[src/rtl/dbgpwr_pkg.sv]
package dbgpwr_pkg;
   typedef enum logic [1:0] {
      DOM_OFF  = 2'd0,
      DOM_UP   = 2'd1,
      DOM_ON   = 2'd2,
      DOM_DOWN = 2'd3
   } dom_state_e;

   typedef enum logic [1:0] {
      RST_IDLE = 2'd0,
      RST_HOLD = 2'd1,
      RST_ACKD = 2'd2
   } rst_state_e;
endpackage

[src/rtl/dbgpwr_sync.sv]
module dbgpwr_sync #(
   parameter int STAGES = 2
) (
   input  logic clk,
   input  logic rst_n,
   input  logic d_i,
   output logic q_o
);
   if (STAGES < 2) begin : g_bad_stages
      $error("dbgpwr_sync: STAGES must be at least 2");
   end

   logic [STAGES-1:0] shreg;

   always_ff @(posedge clk or negedge rst_n) begin
      if (!rst_n) shreg <= '0;
      else        shreg <= {shreg[STAGES-2:0], d_i};
   end

   assign q_o = shreg[STAGES-1];
endmodule

[src/rtl/dbgpwr_domain.sv]
module dbgpwr_domain
   import dbgpwr_pkg::*;
#(
   parameter int UP_CYC   = 8,
   parameter int DOWN_CYC = 4
) (
   input  logic clk,
   input  logic rst_n,
   input  logic req_i,
   output logic en_o,
   output logic ack_o
);
   localparam int MAXC = (UP_CYC > DOWN_CYC) ? UP_CYC : DOWN_CYC;
   localparam int CW   = $clog2(MAXC + 1);

   if (UP_CYC < 1 || DOWN_CYC < 1) begin : g_bad_cyc
      $error("dbgpwr_domain: cycle counts must be at least 1");
   end

   dom_state_e state;
   logic [CW-1:0] cnt;

   always_ff @(posedge clk or negedge rst_n) begin
      if (!rst_n) begin
         state <= DOM_OFF;
         cnt   <= '0;
      end else begin
         case (state)
            DOM_OFF: if (req_i) begin
               state <= DOM_UP;
               cnt   <= '0;
            end
            DOM_UP: begin
               if (cnt == CW'(UP_CYC - 1)) state <= DOM_ON;
               else cnt <= cnt + 1'b1;
            end
            DOM_ON: if (!req_i) begin
               state <= DOM_DOWN;
               cnt   <= '0;
            end
            default: begin
               if (cnt == CW'(DOWN_CYC - 1)) state <= DOM_OFF;
               else cnt <= cnt + 1'b1;
            end
         endcase
      end
   end

   assign en_o  = (state == DOM_UP) || (state == DOM_ON);
   assign ack_o = (state == DOM_ON) || (state == DOM_DOWN);

   // acknowledge rises only once the domain has been powered
   assert_ack_after_power_R2: assert property (@(posedge clk) disable iff (!rst_n)
      $rose(ack_o) |-> $past(en_o));
   // acknowledge falls only after the domain has been switched off
   assert_ack_after_off_R5: assert property (@(posedge clk) disable iff (!rst_n)
      $fell(ack_o) |-> (!en_o && $past(!en_o)));
   // power-up is never abandoned midway
   assert_up_completes_R6: assert property (@(posedge clk) disable iff (!rst_n)
      $fell(en_o) |-> $past(ack_o));
endmodule

[src/rtl/dbgpwr_rst.sv]
module dbgpwr_rst
   import dbgpwr_pkg::*;
#(
   parameter bit RST_EN   = 1'b1,
   parameter int HOLD_CYC = 4
) (
   input  logic clk,
   input  logic rst_n,
   input  logic req_i,
   output logic ack_o,
   output logic dap_rst_n_o,
   output logic apb_rst_n_o,
   output logic trc_rst_n_o
);
   localparam int CW = $clog2(HOLD_CYC + 1);

   if (HOLD_CYC < 1) begin : g_bad_hold
      $error("dbgpwr_rst: HOLD_CYC must be at least 1");
   end

   if (RST_EN) begin : g_impl
      rst_state_e state;
      logic [CW-1:0] cnt;
      logic assert_rst;

      always_ff @(posedge clk or negedge rst_n) begin
         if (!rst_n) begin
            state <= RST_IDLE;
            cnt   <= '0;
         end else begin
            case (state)
               RST_IDLE: if (req_i) begin
                  state <= RST_HOLD;
                  cnt   <= '0;
               end
               RST_HOLD: begin
                  if (cnt == CW'(HOLD_CYC - 1)) state <= RST_ACKD;
                  else cnt <= cnt + 1'b1;
               end
               default: if (!req_i) state <= RST_IDLE;
            endcase
         end
      end

      assign assert_rst  = (state != RST_IDLE);
      assign ack_o       = (state == RST_ACKD);
      assign dap_rst_n_o = !assert_rst;
      assign apb_rst_n_o = !assert_rst;
      assign trc_rst_n_o = !assert_rst;

      // acknowledge is only given while every reset is applied
      assert_ack_in_reset_R7: assert property (@(posedge clk) disable iff (!rst_n)
         ack_o |-> (!dap_rst_n_o && !apb_rst_n_o && !trc_rst_n_o));
      // acknowledge rises only after the resets were already held
      assert_hold_before_ack_R7: assert property (@(posedge clk) disable iff (!rst_n)
         $rose(ack_o) |-> $past(!dap_rst_n_o));
      // resets release only once the acknowledge is gone
      assert_release_R8: assert property (@(posedge clk) disable iff (!rst_n)
         $rose(dap_rst_n_o) |-> !ack_o);
   end else begin : g_absent
      assign ack_o       = 1'b0;
      assign dap_rst_n_o = 1'b1;
      assign apb_rst_n_o = 1'b1;
      assign trc_rst_n_o = 1'b1;
   end
endmodule

[src/rtl/dbgpwr_ctl.sv]
module dbgpwr_ctl #(
   parameter int SYNC_STAGES  = 2,
   parameter int DBG_UP_CYC   = 8,
   parameter int DBG_DOWN_CYC = 4,
   parameter int SYS_UP_CYC   = 16,
   parameter int SYS_DOWN_CYC = 6,
   parameter int RST_HOLD_CYC = 4,
   parameter bit RST_EN       = 1'b1,
   parameter int ACC_W        = 4
) (
   input  logic             clk,
   input  logic             rst_n,
   input  logic             dbg_pwr_req,
   input  logic             sys_pwr_req,
   input  logic             dbg_rst_req,
   output logic             dbg_pwr_ack,
   output logic             sys_pwr_ack,
   output logic             dbg_rst_ack,
   output logic             dbg_dom_en,
   output logic             sys_dom_en,
   output logic             dap_bus_rst_n,
   output logic             dbg_apb_rst_n,
   output logic             trace_rst_n,
   input  logic [ACC_W-1:0] dbg_access_in,
   output logic [ACC_W-1:0] dbg_access_out
);
   localparam int NREQ = 3;

   if (ACC_W < 1) begin : g_bad_acc
      $error("dbgpwr_ctl: ACC_W must be at least 1");
   end

   logic [NREQ-1:0] req_raw, req_s;
   assign req_raw = {dbg_rst_req, sys_pwr_req, dbg_pwr_req};

   for (genvar i = 0; i < NREQ; i++) begin : g_sync
      dbgpwr_sync #(.STAGES(SYNC_STAGES)) u_sync (
         .clk(clk), .rst_n(rst_n), .d_i(req_raw[i]), .q_o(req_s[i]));
   end

   dbgpwr_domain #(.UP_CYC(DBG_UP_CYC), .DOWN_CYC(DBG_DOWN_CYC)) u_dbg_dom (
      .clk(clk), .rst_n(rst_n), .req_i(req_s[0]),
      .en_o(dbg_dom_en), .ack_o(dbg_pwr_ack));

   dbgpwr_domain #(.UP_CYC(SYS_UP_CYC), .DOWN_CYC(SYS_DOWN_CYC)) u_sys_dom (
      .clk(clk), .rst_n(rst_n), .req_i(req_s[1]),
      .en_o(sys_dom_en), .ack_o(sys_pwr_ack));

   dbgpwr_rst #(.RST_EN(RST_EN), .HOLD_CYC(RST_HOLD_CYC)) u_rst (
      .clk(clk), .rst_n(rst_n), .req_i(req_s[2]), .ack_o(dbg_rst_ack),
      .dap_rst_n_o(dap_bus_rst_n), .apb_rst_n_o(dbg_apb_rst_n),
      .trc_rst_n_o(trace_rst_n));

   assign dbg_access_out = dbg_access_in & {ACC_W{dbg_pwr_ack}};

   // no access escapes while the debug domain is unacknowledged
   assert_gate_blocked_R11: assert property (@(posedge clk) disable iff (!rst_n)
      !dbg_pwr_ack |-> (dbg_access_out == '0));
   // debug reset never drops an established debug power acknowledge
   assert_pwr_ack_survives_R9: assert property (@(posedge clk) disable iff (!rst_n)
      ($past(dbg_pwr_ack) && $past(dbg_pwr_req) && dbg_pwr_req && !dap_bus_rst_n)
         |-> dbg_pwr_ack);
endmodule

[config.mk]
export PLATFORM = sky130hd
export DESIGN_NAME = dbgpwr_ctl
export DESIGN_NICKNAME = d
export VERILOG_FILES = /design/src/rtl/dbgpwr_pkg.sv /design/src/rtl/dbgpwr_sync.sv /design/src/rtl/dbgpwr_domain.sv /design/src/rtl/dbgpwr_rst.sv /design/src/rtl/dbgpwr_ctl.sv
export SDC_FILE = /design/constraint.sdc
export NUM_CORES = 1
export LEC_CHECK = 0
export ABC_AREA = 1
export BUFFER_PORTS_ARGS = -buffer_cell sky130_fd_sc_hd__buf_2
export CORE_ASPECT_RATIO = 1.4
export CORE_UTILIZATION = 50
export DETAILED_ROUTE_END_ITERATION = 10
export PLACE_DENSITY_LB_ADDON = 0.12
export SLEW_MARGIN = 20
export SYNTH_ARGS = -nofsm -noshare
export SYNTH_HDL_FRONTEND = slang
export SYNTH_SLANG_ARGS = --single-unit
[constraint.sdc]
create_clock -name clk -period 1.45 [get_ports clk]
set_input_delay 0.0725 -clock clk [delete_from_list [all_inputs] [get_ports clk]]
set_output_delay 0.0725 -clock clk [all_outputs]
set_load 0.01 [all_outputs]
==> metrics <==
Post-synth EDFFs 0; die height 65.6 um; Die ar. 0.00311 mm2; via count 1311; fillers 223; Layout area overhead 31.6%; Slew headroom 0.652; Syn Nets 212; ANT cells 0; Max Clock Skew 0.00580 ns; largest cells by area after synthesis dfrtp_1 42%, nand2_1 16%, ha_1 12%; drt drc 0; Fmax 0.691 GHz; Syn Area/Cell 7.65 um2; final WL 3.09 mm; fin cells 261; CP Cell Sequence ha_2, nand2_2, nor2_2, ha_2, nand2_2, nand3_4, nor2_4, nand2_1, nand2_1; CP top delay family simple AND/OR/NAND/NOR gates; WP buf/inv 0; die width 47.5 um; final hold violation count 0; Crit Path Category reg2reg; Bufs on Longest Clock Path 2; Core Rows 22; slew at the pin closest to its max-slew limit 0.522 ns; pre-CTS setup slack -0.0604 ns; Yosys top cell area share 0.415; Initial Util 0.542; leakage power 0.999 nW; most frequent cell after synthesis nand2_1; register area share after synthesis 0.415; gpl congestion 0.781; Ports 21; first-pass GRT wire length 4.55 mm; Final Max Tran Viols 0; slowest CP cell dfrtp_1; Pwr Density 2030 mW/mm2; CTS Sinks 24; H-tree depth 1; asr flop ratio synth 1.00; core area 0.00267 mm2; TritonCTS Buffers 3; Peak VDD IR 1.50 mV; final worst path period need 1.45 ns; Hold Slack 0.249 ns; Synthesis Warnings 0; CP startpoint kind register; CTS tree done; Hold Path Class in2async; Via density 5.02; initial antenna violation count 0; Finish-stage setup viols 0; Routed Antenna Nets 0; FF+latch count, synth 24; commonest cells in the netlist 61 x nand2_1, 25 x nor2_1, 24 x dfrtp_1; Syn Inst Count 189; Unique masters post-synth 24; vias in the first global route 1244; status finished, final reports clean; Setup WS post-layout 0.00194 ns; Nets 249; Final HPWL DP 2.00 mm; CTS Root Cell clkbuf_4; Final Cycle Share 0.999; critical path capture point type register; total grt overflow 0; input/output buffers 20; setup repair after global routing missed its margin true; Crit path arrival time 1.71 ns; gr usage total 0.202; drt first pass iters 4; largest net degree at the start of global routing 25; initial DRC count 32; Crit Path Max Fanout 5; Req. time, crit path 1.71 ns; Tot Pwr 3.87 mW; area leader, netlist dfrtp_1; Clk pin slew, worst setup/hold paths 0.13 ns; placed insts 247; CP peak stage delay 0.41 ns; Top FF cell, synth dfrtp_1; max-cap viol count 0; wire length per cell after detailed routing 11.9 um; layout cell share with drive strength beyond 1 0.396; worst skew pair latency 0.31 ns; post-synthesis cell area 0.00145 mm2
-- sequential cells by signal, summed over array words and instances, names as in the netlist --
| name | cells |
|---|---|
| u_dbg_dom.state | 2 |
| g_sync.u_sync.shreg | 6 |
| u_rst.g_impl.state | 2 |
| u_rst.g_impl.cnt | 3 |
| u_sys_dom.cnt | 5 |
| u_dbg_dom.cnt | 4 |
| u_sys_dom.state | 2 |
-- worst reg2reg max path, stage by stage, from the launching register on --
cell and delay [ns]:
dfrtp_1 0.41, ha_2 0.20, nand2_2 0.07, nor2_2 0.04
ha_2 0.17, nand2_2 0.08, nand3_4 0.09, nor2_4 0.20
nand2_1 0.08, nand2_1 0.06
-- routing by layer --
metal	global-route usage	up-vias	part of all wire
met4	0.0964	0	0.013
met1	0.191	628	0.39
met3	0.0165	4	0.022
met5	0	-	0
met2	0.396	26	0.58
li1	-	653	-
-- layout make-up --
type	count	area (um2)	area share
inverters	29	109	0.0572
clock inverters	1	30.0	0.0158
flip-flops and latches	24	603	0.317
clock buffers	3	22.5	0.0118
repair buffers	34	221	0.116
multi-input cells	134	872	0.458
well taps	36	45.0	0.0237
-- metrics by stage --
stage,instance area [um2],setup TNS (ns),utilization
2_1_floorplan,1450,0,-
6_report,1900,0,0.713
3_3_place_gp,1610,-0.000276,0.602
4_1_cts,1790,0,0.669
5_1_grt,1900,-0.634,0.713
3_5_place_dp,1610,-0.233,0.602
-- cell families after synthesis --
| logic type | Yosys count | share of synthesized area |
|---|---|---|
| buffers and inverters | 31 | 0.0856 |
| AND/OR/NAND/NOR | 112 | 0.336 |
| flip-flops | 24 | 0.415 |
| AO/OA/AOI/OAI | 8 | 0.0424 |
| adder cells (fa/ha/maj) | 14 | 0.121 |
-- final timing paths --
kind | to | depth (start not counted) | slack, ns | from
worst min register to register | g_sync[2].u_sync.shreg[1] | 0 | 0.36 | g_sync[2].u_sync.shreg[0]
worst min-delay path | u_rst.g_impl.cnt[2] | 2 | 0.25 | rst_n
max in group asynchronous | u_sys_dom.state[1] | 2 | 0.83 | rst_n
min in group clk | g_sync[2].u_sync.shreg[1] | 0 | 0.36 | g_sync[2].u_sync.shreg[0]
worst max register to register | u_sys_dom.cnt[1] | 9 | 0.002 | u_sys_dom.cnt[1]
worst max-delay path | u_sys_dom.cnt[1] | 9 | 0.002 | u_sys_dom.cnt[1]
-- layout by cell type (no fill, tap or decap), drive strengths merged --
master	count
a21boi	1
a21o	2
buf	30
bufinv	1
clkbuf	3
clkinv	1
dfrtp	24
dlygate4sd3	4
ha	14
inv	28
nand2	65
nand3	9
nand3b	1
nand4	4
nor2	28
nor3	2
nor3b	2
o211ai	1
o21ai	4
or2	1
-- report_power, final --
part	leakage [nW]	switching (mW)	internal, mW
clock	0.0279	0.202	0.279
combinational	0.672	1.34	0.985
sequential	0.299	0.194	0.870
-- what timing repair did --
item,in CTS,in global routing
hold buffers,4,0
endpoints found under the hold margin,27,0
buffers inserted,4,2
cloned,0,0
endpoints found under the setup margin,15,22
pin swaps,4,24
resized for setup,15,35
Note: power is estimated with default switching activity, not from simulation.
